$ cat config.mk
export PLATFORM = sky130hd
export DESIGN_NAME = xirq_ctrl
export DESIGN_NICKNAME = d
export VERILOG_FILES = /design/src/rtl/xirq_pkg.sv /design/src/rtl/xirq_regs.sv /design/src/rtl/xirq_line.sv /design/src/rtl/xirq_prio.sv /design/src/rtl/xirq_ctrl.sv
export SDC_FILE = /design/constraint.sdc
export NUM_CORES = 1
export LEC_CHECK = 0
export ABC_AREA = 1
export ABC_CLOCK_PERIOD_IN_PS = 1000
export BUFFER_PORTS_ARGS = -buffer_cell sky130_fd_sc_hd__buf_4
export CORE_MARGIN = 10
export CORE_UTILIZATION = 25
export CTS_CLUSTER_SIZE = 25
export DETAILED_ROUTE_END_ITERATION = 8
export PLACE_DENSITY = 0.52
export SETUP_SLACK_MARGIN = 0.05
export SYNTH_ARGS = -nofsm -noshare
export SYNTH_HDL_FRONTEND = slang
export SYNTH_SLANG_ARGS = --single-unit
$ cat constraint.sdc
create_clock -name clk -period 1 [get_ports clk]
set_input_delay 0.1 -clock clk [delete_from_list [all_inputs] [get_ports clk]]
set_output_delay 0.1 -clock clk [all_outputs]
set_load 0.02 [all_outputs]
$ cat src/rtl/xirq_pkg.sv
package xirq_pkg;

    localparam int NUM_LINES   = 3;
    localparam int IDX_W       = (NUM_LINES > 1) ? $clog2(NUM_LINES) : 1;
    localparam int SYNC_STAGES = 2;
    localparam int DATA_W      = 8;
    localparam int ADDR_W      = 16;

    localparam logic [ADDR_W-1:0] ADDR_MODE   = 16'hFFC6;
    localparam logic [ADDR_W-1:0] ADDR_ENABLE = 16'hFFC7;

    typedef enum logic {
        MODE_LEVEL = 1'b0,
        MODE_EDGE  = 1'b1
    } sense_mode_e;

    typedef struct packed {
        logic [NUM_LINES-1:0] mode;
        logic [NUM_LINES-1:0] enable;
    } xirq_cfg_t;

    // Register image: line bits at the bottom, reserved bits read as ones.
    function automatic logic [DATA_W-1:0] reg_image(input logic [NUM_LINES-1:0] bits);
        logic [DATA_W-1:0] img;
        img = '1;
        img[NUM_LINES-1:0] = bits;
        return img;
    endfunction

endpackage

$ cat src/rtl/xirq_regs.sv
module xirq_regs
    import xirq_pkg::*;
(
    input  logic              clk,
    input  logic              rst,
    input  logic              sel,
    input  logic              wr,
    input  logic [ADDR_W-1:0] addr,
    input  logic [DATA_W-1:0] wdata,
    output logic [DATA_W-1:0] rdata,
    output xirq_cfg_t         cfg
);

    xirq_cfg_t cfg_q;

    always_ff @(posedge clk) begin
        if (rst) begin
            cfg_q <= '0;
        end else if (sel && wr) begin
            if (addr == ADDR_MODE) begin
                cfg_q.mode <= wdata[NUM_LINES-1:0];
            end
            if (addr == ADDR_ENABLE) begin
                cfg_q.enable <= wdata[NUM_LINES-1:0];
            end
        end
    end

    always_comb begin
        unique case (addr)
            ADDR_MODE:   rdata = reg_image(cfg_q.mode);
            ADDR_ENABLE: rdata = reg_image(cfg_q.enable);
            default:     rdata = '0;
        endcase
    end

    assign cfg = cfg_q;

endmodule

$ cat src/rtl/xirq_line.sv
module xirq_line
    import xirq_pkg::*;
(
    input  logic        clk,
    input  logic        rst,
    input  logic        pin_n,
    input  logic        enable,
    input  sense_mode_e mode,
    input  logic        ack_hit,
    output logic        req,
    output logic        pend
);

    logic [SYNC_STAGES-1:0] sync_q;
    logic                   prev_q;
    logic                   pend_q;
    logic                   sampled;
    logic                   fall;

    // Pin synchroniser; idle level of an active-low pin is high.
    always_ff @(posedge clk) begin
        if (rst) begin
            sync_q <= '1;
            prev_q <= 1'b1;
        end else begin
            sync_q <= {sync_q[SYNC_STAGES-2:0], pin_n};
            prev_q <= sampled;
        end
    end

    assign sampled = sync_q[SYNC_STAGES-1];
    assign fall    = prev_q && !sampled;

    // A captured edge takes precedence over a simultaneous acknowledge.
    always_ff @(posedge clk) begin
        if (rst) begin
            pend_q <= 1'b0;
        end else if (fall && enable && (mode == MODE_EDGE)) begin
            pend_q <= 1'b1;
        end else if (ack_hit) begin
            pend_q <= 1'b0;
        end
    end

    always_comb begin
        unique case (mode)
            MODE_EDGE:  req = pend_q;
            default:    req = !sampled && enable;
        endcase
    end

    assign pend = pend_q;

endmodule

$ cat src/rtl/xirq_prio.sv
module xirq_prio
    import xirq_pkg::*;
(
    input  logic [NUM_LINES-1:0] req,
    output logic                 valid,
    output logic [IDX_W-1:0]     idx
);

    always_comb begin
        idx   = '0;
        valid = |req;
        for (int i = NUM_LINES - 1; i >= 0; i--) begin
            if (req[i]) begin
                idx = IDX_W'(i);
            end
        end
    end

endmodule

$ cat src/rtl/xirq_ctrl.sv
module xirq_ctrl
    import xirq_pkg::*;
(
    input  logic              clk,
    input  logic              rst,
    input  logic              bus_sel,
    input  logic              bus_wr,
    input  logic [15:0]       bus_addr,
    input  logic [7:0]        bus_wdata,
    output logic [7:0]        bus_rdata,
    input  logic [2:0]        irq_n_i,
    input  logic              ack_i,
    input  logic [1:0]        ack_idx_i,
    output logic [2:0]        req_o,
    output logic              req_valid_o,
    output logic [1:0]        req_idx_o
);

    xirq_cfg_t            cfg;
    logic [NUM_LINES-1:0] mode_q;
    logic [NUM_LINES-1:0] en_q;
    logic [NUM_LINES-1:0] pend_q;
    logic [NUM_LINES-1:0] ack_hit;
    logic [NUM_LINES-1:0] line_req;

    xirq_regs u_regs (
        .clk   (clk),
        .rst   (rst),
        .sel   (bus_sel),
        .wr    (bus_wr),
        .addr  (bus_addr),
        .wdata (bus_wdata),
        .rdata (bus_rdata),
        .cfg   (cfg)
    );

    assign mode_q = cfg.mode;
    assign en_q   = cfg.enable;

    for (genvar g = 0; g < NUM_LINES; g++) begin : g_line
        assign ack_hit[g] = ack_i && (ack_idx_i == IDX_W'(g));

        xirq_line u_line (
            .clk     (clk),
            .rst     (rst),
            .pin_n   (irq_n_i[g]),
            .enable  (en_q[g]),
            .mode    (sense_mode_e'(mode_q[g])),
            .ack_hit (ack_hit[g]),
            .req     (line_req[g]),
            .pend    (pend_q[g])
        );
    end

    xirq_prio u_prio (
        .req   (line_req),
        .valid (req_valid_o),
        .idx   (req_idx_o)
    );

    assign req_o = line_req;

endmodule

==> report_table.html <==
<table>
<tr><th>Metric</th><th>Value</th></tr>
<tr><th colspan="2">Floorplan</th></tr>
<tr><td>Area of the die</td><td>0.006790 sq mm</td></tr>
<tr><td>Placeable Area</td><td>0.003716 sq mm</td></tr>
<tr><td>Initial standard-cell utilization of the core</td><td>26.20%</td></tr>
<tr><td>Floorplan die height</td><td>82.40 um</td></tr>
<tr><td>Number of I/O pins</td><td>48</td></tr>
<tr><td>Width of the die</td><td>82.40 um</td></tr>
<tr><td>Placement row count</td><td>22</td></tr>
<tr><th colspan="2">Worst hold path</th></tr>
<tr><td>Class of the worst hold path</td><td>in2reg</td></tr>
<tr><td>Min-Delay Startpoint</td><td>irq_n_i[0]</td></tr>
<tr><th colspan="2">Global route</th></tr>
<tr><td>Remaining global-route overflow</td><td>0</td></tr>
<tr><td>Largest net degree at the start of global routing</td><td>13</td></tr>
<tr><td>Global-route wire length before repair</td><td>4.333 mm</td></tr>
<tr><td>GRT Util Overall</td><td>7.959%</td></tr>
<tr><td>Number of antenna violations at the first check in global routing</td><td>0</td></tr>
<tr><td>Via count of the first global-routing pass</td><td>978</td></tr>
<tr><th colspan="2">Timing</th></tr>
<tr><td>Fin worst setup slack</td><td>-279.5 ps</td></tr>
<tr><td>Upper clock frequency limit</td><td>781.6 MHz</td></tr>
<tr><td>Slew of the pin with the lowest slew margin</td><td>198.5 ps</td></tr>
<tr><td>Max-Slew Margin vs Limit</td><td>86.75%</td></tr>
<tr><td>Clock skew after layout</td><td>1.362 ps</td></tr>
<tr><td>Share of the cycle needed by the critical path after routing</td><td>127.9%</td></tr>
<tr><td>Post-layout min period</td><td>1279 ps</td></tr>
<tr><td>Number of max-slew violations in the final report</td><td>0</td></tr>
<tr><td>Final number of setup-violating endpoints</td><td>9</td></tr>
<tr><td>Setup repair after global routing missed its margin</td><td>yes</td></tr>
<tr><td>Hold violation count in the final report</td><td>0</td></tr>
<tr><th colspan="2">Synthesis</th></tr>
<tr><td>Area share of fa/ha/maj cells after synthesis</td><td>0%</td></tr>
<tr><td>Multiplexer share of the synthesized area</td><td>0%</td></tr>
<tr><td>Library cell occupying the most area in the post-synthesis netlist</td><td>dfxtp_1</td></tr>
<tr><td>Flop and latch count out of synthesis</td><td>18</td></tr>
<tr><td>Part of the Yosys area used for sequential elements</td><td>37.02%</td></tr>
<tr><td>XOR/XNOR share of the synthesized area</td><td>0%</td></tr>
<tr><td>Mean area per synthesized cell</td><td>6.760 sq um</td></tr>
<tr><td>Dominant cell by count in the synthesized netlist</td><td>nand2_1</td></tr>
<tr><td>Fraction of post-synthesis cell area in the top cell type by area</td><td>37.02%</td></tr>
<tr><td>Complex-gate fraction of the synthesized area</td><td>7.455%</td></tr>
<tr><td>Number of nets produced by synthesis</td><td>178</td></tr>
<tr><td>Syn. warnings</td><td>0</td></tr>
<tr><td>Post-synth EDFFs</td><td>0</td></tr>
<tr><td>Dominant synthesized flop cell</td><td>dfxtp_1</td></tr>
<tr><td>Netlist area before placement</td><td>973.4 sq um</td></tr>
<tr><td>Synth cell count leaders</td><td>nand2_1 (30), inv_1 (22), dfxtp_1 (18)</td></tr>
<tr><td>Count of different cell masters after synthesis</td><td>21</td></tr>
<tr><td>Post-synthesis instance total</td><td>144</td></tr>
<tr><td>Combinational family with the most area after synthesis</td><td>simple AND/OR/NAND/NOR gates</td></tr>
<tr><td>Basic-gate share of the synthesized area counting and, or, nand and nor cells</td><td>38.95%</td></tr>
<tr><td>Fraction of registers with async set or reset after synthesis</td><td>0%</td></tr>
<tr><td>Leading post-synthesis cells by cell area</td><td>dfxtp_1 (37%), nand2_1 (12%), inv_1 (8.5%), nand3_1 (6.2%), buf_4 (5.4%)</td></tr>
<tr><th colspan="2">Placed design</th></tr>
<tr><td>Post-Place Cells</td><td>242</td></tr>
<tr><td>Number of port buffers</td><td>42</td></tr>
<tr><td>HPWL after detailed placement</td><td>2.196 mm</td></tr>
<tr><td>Final weighted congestion in routability-driven placement</td><td>0.7791</td></tr>
<tr><th colspan="2">Power</th></tr>
<tr><td>Leakage</td><td>0.8738 nW</td></tr>
<tr><td>Switching part of the total power</td><td>21.37%</td></tr>
<tr><td>Maximum vdd drop</td><td>1.115 mV</td></tr>
<tr><td>Power density of the placed cells</td><td>839.0 mW/mm^2</td></tr>
<tr><td>Clk network pwr share</td><td>37.9%</td></tr>
<tr><td>Logic gate share of total power</td><td>13.9%</td></tr>
<tr><td>Int Pwr</td><td>1.203 mW</td></tr>
<tr><td>Sw power</td><td>0.3268 mW</td></tr>
<tr><td>Fraction of power consumed by sequential logic</td><td>48.2%</td></tr>
<tr><th colspan="2">Cells and area</th></tr>
<tr><td>Final core utilization</td><td>49.06%</td></tr>
<tr><td>Antenna Cells</td><td>0</td></tr>
<tr><td>Number of standard cells in the final layout excluding fillers</td><td>251</td></tr>
<tr><td>Signed area change from the synthesized netlist to the final layout</td><td>87.28%</td></tr>
<tr><td>Layout cells sized above 1</td><td>66.01%</td></tr>
<tr><td>Number of nets in the final layout</td><td>238</td></tr>
<tr><th colspan="2">CTS</th></tr>
<tr><td>CTS tree</td><td>yes</td></tr>
<tr><td>Clock slew at the register clock pins of the worst setup and hold paths</td><td>70 ps</td></tr>
<tr><td>Clock H-tree levels</td><td>1</td></tr>
<tr><td>Root buf cell</td><td>clkbuf_8</td></tr>
<tr><td>Clock Sink Count</td><td>18</td></tr>
<tr><td>Cts hold-fix bufs</td><td>0</td></tr>
<tr><td>Latest clock arrival within the worst-skew pair</td><td>250 ps</td></tr>
<tr><td>Number of buffers inserted during clock tree synthesis</td><td>3</td></tr>
<tr><td>Clk buf depth</td><td>2</td></tr>
<tr><th colspan="2">Drt</th></tr>
<tr><td>Count of antenna-violating nets left after detailed routing</td><td>0</td></tr>
<tr><td>Number of iterations in the first detailed-routing pass</td><td>4</td></tr>
<tr><td>DR vias/cell</td><td>4.163</td></tr>
<tr><td>Total number of vias</td><td>1045</td></tr>
<tr><td>Final WL</td><td>2.668 mm</td></tr>
<tr><td>Initial DRC Count</td><td>27</td></tr>
<tr><td>Detailed-route wire length per cell</td><td>10.63 um</td></tr>
<tr><td>Drc violations</td><td>0</td></tr>
<tr><th colspan="2">Run</th></tr>
<tr><td>Max-cap check violation count</td><td>0</td></tr>
<tr><th colspan="2">Run status</th></tr>
<tr><td>Violations in the final reports</td><td>negative setup slack</td></tr>
<tr><td>Outcome</td><td>complete, but fails checks</td></tr>
<tr><th colspan="2">Critical path</th></tr>
<tr><td>Setup Crit Path Kind</td><td>reg2out</td></tr>
<tr><td>Signal arrival time at the worst endpoint</td><td>1180 ps</td></tr>
<tr><td>Critical path depth</td><td>5</td></tr>
<tr><td>Worst Setup Start Kind</td><td>register</td></tr>
<tr><td>Master of the slowest instance on the critical path</td><td>dfxtp_2</td></tr>
<tr><td>Largest fanout on the critical path</td><td>3</td></tr>
<tr><td>Worst reg2reg path endpoint</td><td>g_line[2].u_line.prev_q</td></tr>
<tr><td>Slack of the worst reg-to-reg path</td><td>120 ps</td></tr>
<tr><td>Endpoint type of the worst setup path</td><td>output pin</td></tr>
<tr><td>Termination of the worst setup path</td><td>req_idx_o[1]</td></tr>
<tr><td>Family with the most delay on the worst path</td><td>flip-flops</td></tr>
<tr><td>Reg2reg path depth</td><td>2</td></tr>
<tr><td>Worst-path cell chain</td><td>inv_2, o21ai_4, o21ai_4, nor3_4, buf_6</td></tr>
<tr><td>Worst stage delay on the critical path</td><td>340 ps</td></tr>
<tr><td>Most numerous cell on the critical path</td><td>o21ai_4</td></tr>
<tr><td>Number of buffer and inverter stages on the critical path</td><td>2</td></tr>
<tr><td>Launch instance of the worst register-to-register path</td><td>g_line[2].u_line.sync_q[1]</td></tr>
<tr><td>Worst setup path start</td><td>u_regs.cfg[2]</td></tr>
<tr><td>Required time at the worst-slack endpoint</td><td>900 ps</td></tr>
</table>
## worst min path at each step
| stage | slack [ps] | end | cells after the start |
|---|---|---|---|
| 2_1_floorplan | 200 | g_line[0].u_line.sync_q[0] | 1 |
| 3_3_place_gp | 290 | g_line[1].u_line.sync_q[0] | 2 |
| 3_5_place_dp | 290 | g_line[1].u_line.sync_q[0] | 2 |
| 4_1_cts | 20 | g_line[1].u_line.sync_q[0] | 2 |
| 5_1_grt | 30 | g_line[1].u_line.sync_q[0] | 2 |
| 6_report | 30 | g_line[0].u_line.sync_q[0] | 2 |
## worst register-to-register path, cell delays in order (launching register included)
cell	delay, ps
dfxtp_1	340
buf_4	140
or2_2	280
## flip-flops by register name, summed over array words and instances, names as in the netlist
name,flops
g_line.u_line.prev_q,3
g_line.u_line.pend,3
g_line.u_line.sync_q,6
u_regs.cfg,6
## through the flow
stage | TNS (ps) | total power [mW] | hold WS (ps) | setup WS [ps] | cell area [sq um]
floorplan | -62.08 | 0.8170 | 203.8 | -21.81 | 987.2
global placement | -917.0 | 0.9204 | 285.0 | -126.2 | 1426
detailed placement | -1193 | 0.9250 | 288.0 | -138.8 | 1426
CTS | -1831 | 1.516 | 24.16 | -295.2 | 1690
global route | -2301 | 1.607 | 31.40 | -332.1 | 1823
finish | -1784 | 1.529 | 30.02 | -279.5 | 1823
## cells in the final DEF (no fill, tap or decap)
cell | Yosys | final
buf_4 | 7 | 41
buf_6 | 0 | 20
nand2_1 | 30 | 19
nand3_1 | 12 | 12
inv_1 | 22 | 11
dfxtp_1 | 18 | 11
nand2_2 | 2 | 10
inv_2 | 6 | 10
nor2_1 | 13 | 9
or2_2 | 8 | 8
nor2_4 | 1 | 7
dfxtp_2 | 0 | 7
inv_4 | 0 | 6
a21oi_1 | 6 | 6
o21ai_4 | 0 | 5
clkbuf_8 | 0 | 4
nor2_2 | 5 | 3
nand2_4 | 1 | 2
nand2_8 | 0 | 2
o22ai_4 | 0 | 2
buf_8 | 0 | 2
nor2_8 | 1 | 1
inv_6 | 0 | 1
o21ai_2 | 0 | 1
nor3_4 | 0 | 1
nand3_2 | 1 | 1
nand4_1 | 1 | 1
## power groups by stage
stage	Clock [mW]	Combinational (mW)	Sequential [mW]
floorplan	0	0.0666	0.750
global placement	0	0.169	0.751
detailed placement	0	0.174	0.751
CTS	0.596	0.184	0.736
global route	0.634	0.235	0.737
finish	0.580	0.213	0.737
## metal layers
metal	GRT usage, %	part of all wire [%]	vias to the layer above
met2	13.76	55	23
met3	3.132	7.8	2
met5	0	0	-
met1	9.153	37	474
met4	1.361	0.30	0
li1	-	-	546
## cells by family after synthesis
group | Yosys count
AND/OR/NAND/NOR | 76
flip-flops | 18
buffers and inverters | 36
AO/OA/AOI/OAI | 14
## what timing repair did
item                       4_1_cts  5_1_grt
setup endpoints to repair       14       14
pin swaps                       10       19
buffers inserted                 2        3
resized for setup               57       35
## final cells by class
cell class,instances,area [sq um]
tap,48,60.06
clock buffer,4,55.05
timing repair buffer,63,563.0
inverter,28,125.1
multi-input combinational,90,650.6
fill,362,1893
sequential,18,369.1
Power figures use the tool's default switching activity.
